[config.mk]
export PLATFORM = sky130hd
export DESIGN_NAME = flow_stop_merge
export DESIGN_NICKNAME = d
export VERILOG_FILES = /design/src/rtl/fsm_pkg.sv /design/src/rtl/nib_sampler.sv /design/src/rtl/unlock_matcher.sv /design/src/rtl/stop_combiner.sv /design/src/rtl/flow_stop_merge.sv
export SDC_FILE = /design/constraint.sdc
export NUM_CORES = 1
export LEC_CHECK = 0
export ABC_AREA = 1
export BUFFER_PORTS_ARGS = -buffer_cell sky130_fd_sc_hd__buf_4
export CAP_MARGIN = 25
export CORE_MARGIN = 4
export CORE_UTILIZATION = 33
export CTS_CLUSTER_SIZE = 14
export DETAILED_ROUTE_END_ITERATION = 7
export GPL_ROUTABILITY_DRIVEN = 0
export PLACE_DENSITY_LB_ADDON = 0.08
export REMOVE_ABC_BUFFERS = 1
export SKIP_CTS_REPAIR_TIMING = 1
export SYNTH_ARGS = -nofsm -noshare
export SYNTH_HDL_FRONTEND = slang
export SYNTH_SLANG_ARGS = --single-unit
[constraint.sdc]
create_clock -name clk -period 1.8 [get_ports clk]
set_clock_uncertainty 0.1 [all_clocks]
set_input_delay 0.09 -clock clk [delete_from_list [all_inputs] [get_ports clk]]
set_output_delay 0.09 -clock clk [all_outputs]
set_load 0.1 [all_outputs]
[src/rtl/fsm_pkg.sv]
package fsm_pkg;

   // How a new return-line nibble is qualified for the matcher
   typedef enum logic {
      SAMPLE_STROBE_ONLY      = 1'b0,
      SAMPLE_STROBE_OR_CHANGE = 1'b1
   } sample_mode_e;

endpackage

[src/rtl/nib_sampler.sv]
module nib_sampler
   import fsm_pkg::*;
#(
   parameter int           NIB_W = 4,
   parameter sample_mode_e MODE  = SAMPLE_STROBE_OR_CHANGE
) (
   input  logic             clk,
   input  logic             rst_n,
   input  logic [NIB_W-1:0] nib_i,
   input  logic             vld_i,
   input  logic             clk_ok_i,
   output logic             smp_o
);

   generate
      if (MODE == SAMPLE_STROBE_OR_CHANGE) begin : g_change
         logic [NIB_W-1:0] nib_prev_q;

         always_ff @(posedge clk or negedge rst_n) begin
            if (!rst_n) nib_prev_q <= '0;
            else        nib_prev_q <= nib_i;
         end

         assign smp_o = clk_ok_i && (vld_i || (nib_i != nib_prev_q));

         // a held value with no strobe must not produce a sample
         AST_HELD_NOT_RESAMPLED: assert property (@(posedge clk) disable iff (!rst_n)
            (!vld_i && $stable(nib_i)) |-> !smp_o);
      end else begin : g_strobe
         assign smp_o = clk_ok_i && vld_i;
      end
   endgenerate

   AST_NO_SAMPLE_CLK_LOST: assert property (@(posedge clk) disable iff (!rst_n)
      !clk_ok_i |-> !smp_o);

endmodule

[src/rtl/unlock_matcher.sv]
module unlock_matcher #(
   parameter int                     NIB_W      = 4,
   parameter int                     SEQ_LEN    = 16,
   parameter logic [SEQ_LEN*NIB_W-1:0] UNLOCK_SEQ = 64'hD1E2_A3D4_B5A6_B7E8,
   parameter logic [NIB_W-1:0]       DISARM     = 4'hF
) (
   input  logic             clk,
   input  logic             rst_n,
   input  logic [NIB_W-1:0] nib_i,
   input  logic             smp_i,
   input  logic             clk_ok_i,
   output logic             en_o
);

   localparam int               POS_W = $clog2(SEQ_LEN);
   localparam logic [POS_W-1:0] LAST  = POS_W'(SEQ_LEN - 1);

   // expected nibble per position; position 0 sits in the top nibble
   logic [NIB_W-1:0] exp_tbl [SEQ_LEN];

   generate
      for (genvar gi = 0; gi < SEQ_LEN; gi++) begin : g_tbl
         assign exp_tbl[gi] = UNLOCK_SEQ[(SEQ_LEN-1-gi)*NIB_W +: NIB_W];
      end
   endgenerate

   logic [POS_W-1:0] pos_q, pos_d;
   logic             en_q, en_d;
   logic             hit, hit_last, is_disarm, is_head;

   assign hit       = (nib_i == exp_tbl[pos_q]);
   assign hit_last  = hit && (pos_q == LAST);
   assign is_disarm = (nib_i == DISARM);
   assign is_head   = (nib_i == exp_tbl[0]);

   always_comb begin
      pos_d = pos_q;
      en_d  = en_q;
      if (!clk_ok_i) begin
         pos_d = '0;
      end else if (smp_i) begin
         if (is_disarm) begin
            pos_d = '0;
            en_d  = 1'b0;
         end else if (hit_last) begin
            pos_d = '0;
            en_d  = 1'b1;
         end else if (hit) begin
            pos_d = pos_q + 1'b1;
         end else if (is_head) begin
            pos_d = POS_W'(1);
         end else begin
            pos_d = '0;
         end
      end
   end

   always_ff @(posedge clk or negedge rst_n) begin
      if (!rst_n) begin
         pos_q <= '0;
         en_q  <= 1'b0;
      end else begin
         pos_q <= pos_d;
         en_q  <= en_d;
      end
   end

   assign en_o = en_q;

   AST_ARM_ONLY_AT_END: assert property (@(posedge clk) disable iff (!rst_n)
      $rose(en_q) |-> $past(smp_i && clk_ok_i && pos_q == LAST && nib_i == exp_tbl[LAST]));
   AST_DISARM_CLEARS: assert property (@(posedge clk) disable iff (!rst_n)
      (smp_i && nib_i == DISARM) |=> (!en_q && pos_q == '0));
   AST_CLK_LOSS_HOLDS_EN: assert property (@(posedge clk) disable iff (!rst_n)
      !clk_ok_i |=> $stable(en_q));
   AST_CLK_LOSS_RESTARTS: assert property (@(posedge clk) disable iff (!rst_n)
      !clk_ok_i |=> (pos_q == '0));
   AST_HEAD_RESTART: assert property (@(posedge clk) disable iff (!rst_n)
      (smp_i && clk_ok_i && !hit && is_head && !is_disarm) |=> (pos_q == POS_W'(1)));

endmodule

[src/rtl/stop_combiner.sv]
module stop_combiner (
   input  logic clk,
   input  logic rst_n,
   input  logic pri_stop_i,
   input  logic sec_stop_i,
   input  logic en_i,
   input  logic clk_ok_i,
   output logic stop_o
);

   logic sec_eff;

   assign sec_eff = sec_stop_i && en_i && clk_ok_i;
   assign stop_o  = pri_stop_i || sec_eff;

   AST_PRIMARY_WINS: assert property (@(posedge clk) disable iff (!rst_n)
      pri_stop_i |-> stop_o);
   AST_SEC_MASKED_UNARMED: assert property (@(posedge clk) disable iff (!rst_n)
      !en_i |-> (stop_o == pri_stop_i));
   AST_SEC_MASKED_NO_CLK: assert property (@(posedge clk) disable iff (!rst_n)
      !clk_ok_i |-> (stop_o == pri_stop_i));

endmodule

[src/rtl/flow_stop_merge.sv]
module flow_stop_merge
   import fsm_pkg::*;
#(
   parameter int                       NIB_W      = 4,
   parameter int                       SEQ_LEN    = 16,
   parameter logic [SEQ_LEN*NIB_W-1:0] UNLOCK_SEQ = 64'hD1E2_A3D4_B5A6_B7E8,
   parameter logic [NIB_W-1:0]         DISARM     = 4'hF,
   parameter sample_mode_e             MODE       = SAMPLE_STROBE_OR_CHANGE
) (
   input  logic             clk,
   input  logic             rst_n,
   input  logic             pri_stop_i,
   input  logic             sec_stop_i,
   input  logic [NIB_W-1:0] sec_nib_i,
   input  logic             sec_nib_vld_i,
   input  logic             sec_clk_ok_i,
   output logic             stop_o,
   output logic             sec_en_o
);

   generate
      if (NIB_W < 2) begin : g_bad_w
         $error("flow_stop_merge: NIB_W must be at least 2");
      end
      if (SEQ_LEN < 2) begin : g_bad_len
         $error("flow_stop_merge: SEQ_LEN must be at least 2");
      end
      if (UNLOCK_SEQ[(SEQ_LEN-1)*NIB_W +: NIB_W] == DISARM) begin : g_bad_head
         $error("flow_stop_merge: pattern must not start with the disarm code");
      end
   endgenerate

   logic smp;
   logic en;

   nib_sampler #(
      .NIB_W (NIB_W),
      .MODE  (MODE)
   ) u_smp (
      .clk      (clk),
      .rst_n    (rst_n),
      .nib_i    (sec_nib_i),
      .vld_i    (sec_nib_vld_i),
      .clk_ok_i (sec_clk_ok_i),
      .smp_o    (smp)
   );

   unlock_matcher #(
      .NIB_W      (NIB_W),
      .SEQ_LEN    (SEQ_LEN),
      .UNLOCK_SEQ (UNLOCK_SEQ),
      .DISARM     (DISARM)
   ) u_match (
      .clk      (clk),
      .rst_n    (rst_n),
      .nib_i    (sec_nib_i),
      .smp_i    (smp),
      .clk_ok_i (sec_clk_ok_i),
      .en_o     (en)
   );

   stop_combiner u_comb (
      .clk        (clk),
      .rst_n      (rst_n),
      .pri_stop_i (pri_stop_i),
      .sec_stop_i (sec_stop_i),
      .en_i       (en),
      .clk_ok_i   (sec_clk_ok_i),
      .stop_o     (stop_o)
   );

   assign sec_en_o = en;

endmodule

==> Word-level counts from Yosys, hierarchy flattened <==
Memory sizes are Yosys's and may differ from the RTL's.
Index checks and enable logic that the tools add are counted.
{ "word_totals": {"memories": 1, "ff_bits": 9, "in_bits": 10, "output_inout_bits": 2, "rom_bits": 64} }
{ "mem_list": {"columns": ["memory", "depth", "word_bits", "read_ports", "rd_clocked_by_memory_dff", "wr", "line_no", "rtl"], "rows": [
  ["(name not given)", 16, 4, 1, 0, 0, "unlock_matcher.sv:31", "assign hit = (nib_i == exp_tbl[pos_q]);"]
]} }
{ "op_classes": {"mux": 10, "eq_ne": 6, "magnitude_cmp": 1, "reduce_logical": 8, "add_sub_neg": 1, "bitwise_logic": 1} }
{ "ops": {"columns": ["op", "n"], "rows": [
  ["$mux 4", 7],
  ["$eq 4x4->1 const B", 3],
  ["$ge 5x5->1 const B", 1],
  ["$not 4->5", 1],
  ["$add 4x1->4 const B", 1],
  ["$eq 4x4->1", 1],
  ["$logic_and 1x1->1", 4],
  ["$ne 4x4->1", 1],
  ["$mux 1", 3],
  ["$reduce_and 3->1", 1],
  ["$logic_or 1x1->1", 2],
  ["$ne 2x1->1 const B", 1],
  ["$reduce_bool 2->1", 1]
]} }

==> Depth between registers and ports, before layout <==
{ "depth": {"depth_word": 10, "mapped_depth": 15, "ltp_nobuf": 15} }

==> Modules after synthesis <==
From an unflattened synthesis, not the netlist that was laid out.
{ "unflattened": {"cells_unflattened": 144, "area_unflattened_um2": 943.4} }
{ "by_module_without_submodules": {"columns": ["mod", "instances", "cells_each", "area_each_um2"], "rows": [
  ["unlock_matcher", 1, 115, 742.0],
  ["nib_sampler", 1, 26, 188.9],
  ["stop_combiner", 1, 3, 12.5]
]} }

==> Worst setup path before layout <==
Ideal clock, no wire load.
{ "synth_path": {"path_kind": "register -> register", "from": "reg u_match.pos_q[0]", "to": "reg u_match.pos_q[0]", "stages_incl_launch_ff": 15, "arrival_time_ps": 1596, "path_slack_ps": -12, "cell_sequence": "dfrtp_1 inv_2 ha_1 inv_1 nand2_2 nand3_1 nand2_1 nand2_2 nand2_1 nor2_2 nand3_2 nand2_1 nor2_1 nand2_1 nand2_1"} }
{ "synth_between": {"elab_chain_len": 10, "elab_cells_between_ends": 13, "cone_classes": "add/sub (1); eq/ne (2); mux (7); bitwise (1); reduce/logical (1); memory (1)"} }
{ "synth_lines": {"columns": ["item", "line_no", "rtl"], "rows": [
  ["start, declared", "unlock_matcher.sv:27", "logic [POS_W-1:0] pos_q, pos_d;"],
  ["start signal, assigned", "unlock_matcher.sv:63", "pos_q <= pos_d;"],
  ["$not 4->5 (not written as such)", "unlock_matcher.sv:31", null],
  ["$mem_v2 16x4", null, null],
  ["$mux 4 (not written as such) (2 in series)", "unlock_matcher.sv:31", null],
  ["$eq 4x4->1", "unlock_matcher.sv:31", null],
  ["$mux 4 or $logic_and 1x1->1 (tied branches)", "unlock_matcher.sv:48, unlock_matcher.sv:32", null],
  ["$mux 4 *", "unlock_matcher.sv:45", "end else if (hit_last) begin"],
  ["$mux 4 *", "unlock_matcher.sv:42", "if (is_disarm) begin"],
  ["$mux 4 *", "unlock_matcher.sv:41", "end else if (smp_i) begin"],
  ["$mux 4 *", "unlock_matcher.sv:39", "if (!clk_ok_i) begin"]
]} }
Every way passes the cells marked *; elsewhere a longest branch is shown, timed or not. The select of a mux whose other input is x is not followed.
A chain may end at the register's enable or synchronous reset.

==> Worst setup path after layout <==
{ "layout_path": {"from": "reg u_match.pos_q[1]", "to": "reg u_match.pos_q[0]"} }
The elaborated chain is that of the path after synthesis.

==> metrics.yaml <==
outcome:
  status: "complete, but fails checks"
  violations: "negative setup slack"
finish:
  layout_common_cells: "nand2_1, buf_4, inv_1, nand2_2, dfrtp_1"
  mostFrequentLayoutCell: "nand2_1"
  layout-drive-gt1-share_pct: 47.5
  syn2layout_area_growth_pct: 49.0
  fin_nets: 178
  diodes: 0
timing:
  finalSetupViolations: 4
  final.period_utilization_pct: 103
  maxSlewViolCount: 0
  tightest_slew_ps: 459
  layout_setup_ws_ps: -61.9
  period_needed_ps: 1860
  hold_viol: 0
  finalSetupTns_ps: -136
  rsz0062_at_grt: "true"
  slew_headroom_pct: 69.4
  max_clock_freq_mhz: 537
detailed_routing:
  first_iter_violations: 18
  drt_wl_total_mm: 2.23
  ant_nets: 0
  drc: 0
  wire_per_inst_um: 11.7
  vias: 904
  firstDrtPassIters: 5
  post_drt_via_cell_ratio: 4.76
global_routing:
  grt_use_total_pct: 12.5
  overflow: 0
  grt_pass1_vias: 755
  grt_max_degree: 10
  grt_first_pass_wirelength_mm: 3.35
  grt_antenna_before_repair: 0
floorplanning:
  start_util_pct: 35.4
  die_h_um: 60.0
  core_area_um2: 2520
  die_width_um: 60.0
  die_area_um2: 3600
  fp-row-count: 18
  pin_count: 12
setup_path:
  worstPathRequired_ps: 1850
  slowest_delay_ps: 400
  path_cells: "buf_4 > ha_1 > o21ai_1 > nand2_2 > nand3_1 > nand2_2 > nor2_4 > nand3_4 > nand2_1 > nor2_1 > nand2_1 > nand2_1"
  crit_buf_inv: 1
  cp-end-kind: "flip-flop"
  crit_arrival_ps: 1920
  start_kind: "flip-flop"
  crit_path_top_delay_cell: "dfrtp_1"
  cp_common_cell: "nand2_1"
  cp_max_fo: 4
  critical-path-top-delay-family: "simple AND/OR/NAND/NOR gates"
  critPathKind: "flip-flop to flip-flop"
synth:
  synth_top_cell_area_share_pct: 25.2
  synthesis.area_um2: 893
  yosys.area.top_type: "dfrtp_1"
  synth_cell_type_count: 24
  syn_inst: 125
  synth_area_leaders: "dfrtp_1, nand2_1, ha_1"
  ys_ff_latch: 9
  yosysSeqAreaShare_pct: 25.2
  avgSynthCellArea_um2: 7.15
  ys.warnings.count: 0
cts:
  ctsRootBufferMaster: "clkbuf_4"
  clock_path_buffers: 2
  cts_buffers: 3
  clk_latency_ps: 260
  clk_pin_slew_worst_paths_ps: 60
  htreeDepth: 1
  cts_sinks: 9
  cts_tree: "built"
place:
  dp_hpwl_mm: 1.73
  portBuffers: 11
power_and_ir_drop:
  p_leak_nw: 0.639
  powerDensity_nw_per_um2: 373
  total_power_mw: 0.497
  ir_drop_v: 0.000254
job:
  drv_cap: 0
worst_hold_path:
  hold_path_class: "primary input to asynchronous set/reset pin"
routing by layer:
metal / routed length [um] / GRT usage (%) / up-vias / part of all wire [%]
met5: 0 / 0 / - / 0
met4: 5 / 2.85 / 0 / 0.22
met3: 73 / 3.89 / 2 / 3.3
met2: 1140 / 20.7 / 17 / 51
met1: 1010 / 15.8 / 415 / 45
li1: - / - / 470 / -
area by class of cell:
type	instances	area [um2]
well taps	30	37.5
fillers	254	1190
multi-input cells	97	694
clock buffers	4	26.3
flip-flops and latches	9	225
repair buffers	33	277
inverters	17	71.3
cells in the mapped netlist:
library cell  count
a31o_2            1
nand4_1           3
inv_6             1
nand2_4           3
inv_2             1
nand2_2           7
inv_1            14
nor2_2            6
ha_1              7
o21a_1            1
dfrtp_1           9
a21oi_1           2
xor2_1            1
nor2_1            5
o21ai_1           2
a21oi_2           1
inv_4             1
xnor2_1           2
nand2_1          34
buf_6             2
nand3_2           5
nor3_1            2
nand3_1          11
o21ai_0           4
report_power, final:
part | leakage (nW) | switching [mW] | internal [mW] | total, mW
Clock | 0.0150 | 0.0689 | 0.0853 | 0.154
Sequential | 0.116 | 0.00264 | 0.208 | 0.210
Combinational | 0.508 | 0.0722 | 0.0598 | 0.132
registers in the layout (all words and copies together) (netlist names):
signal / cells
u_match.en_o: 1
u_match.pos_q: 4
u_smp.g_change.nib_prev_q: 4
logic make-up (layout without fill, tap and decap cells):
logic type | count (synthesis) | in the layout | share of synthesized area [%]
AO/OA/AOI/OAI | 11 | 11 | 7.28
XOR/XNOR | 3 | 3 | 2.94
adder cells (fa/ha/maj) | 7 | 7 | 9.80
buffers and inverters | 19 | 54 | 10.5
flip-flops | 9 | 9 | 25.2
AND/OR/NAND/NOR | 76 | 76 | 44.3
worst paths after layout:
path	slack [ps]	start	cells after the start	endpoint
worst max register to register	-60	u_match.pos_q[1]	12	u_match.pos_q[0]
worst max-delay path	-60	u_match.pos_q[1]	12	u_match.pos_q[0]
worst min-delay path	90	rst_n	2	u_match.pos_q[0]
max in group asynchronous	1370	rst_n	2	u_match.en_o
worst min register to register	440	u_match.en_o	1	u_match.en_o
min in group clk	130	sec_clk_ok_i	5	u_match.pos_q[0]
through the flow:
stage	hold WS (ps)	util (%)	worst slack, ps	area (um2)	instances
global placement	-174	42.6	-107	1070	175
floorplan	-306	-	-53.4	871	123
CTS	-459	43.6	-153	1100	179
detailed placement	-178	42.6	-140	1070	175
global route	111	52.8	-208	1330	190
finish	91.8	52.8	-61.9	1330	190
No activity file was read; power rests on OpenSTA's default activity.
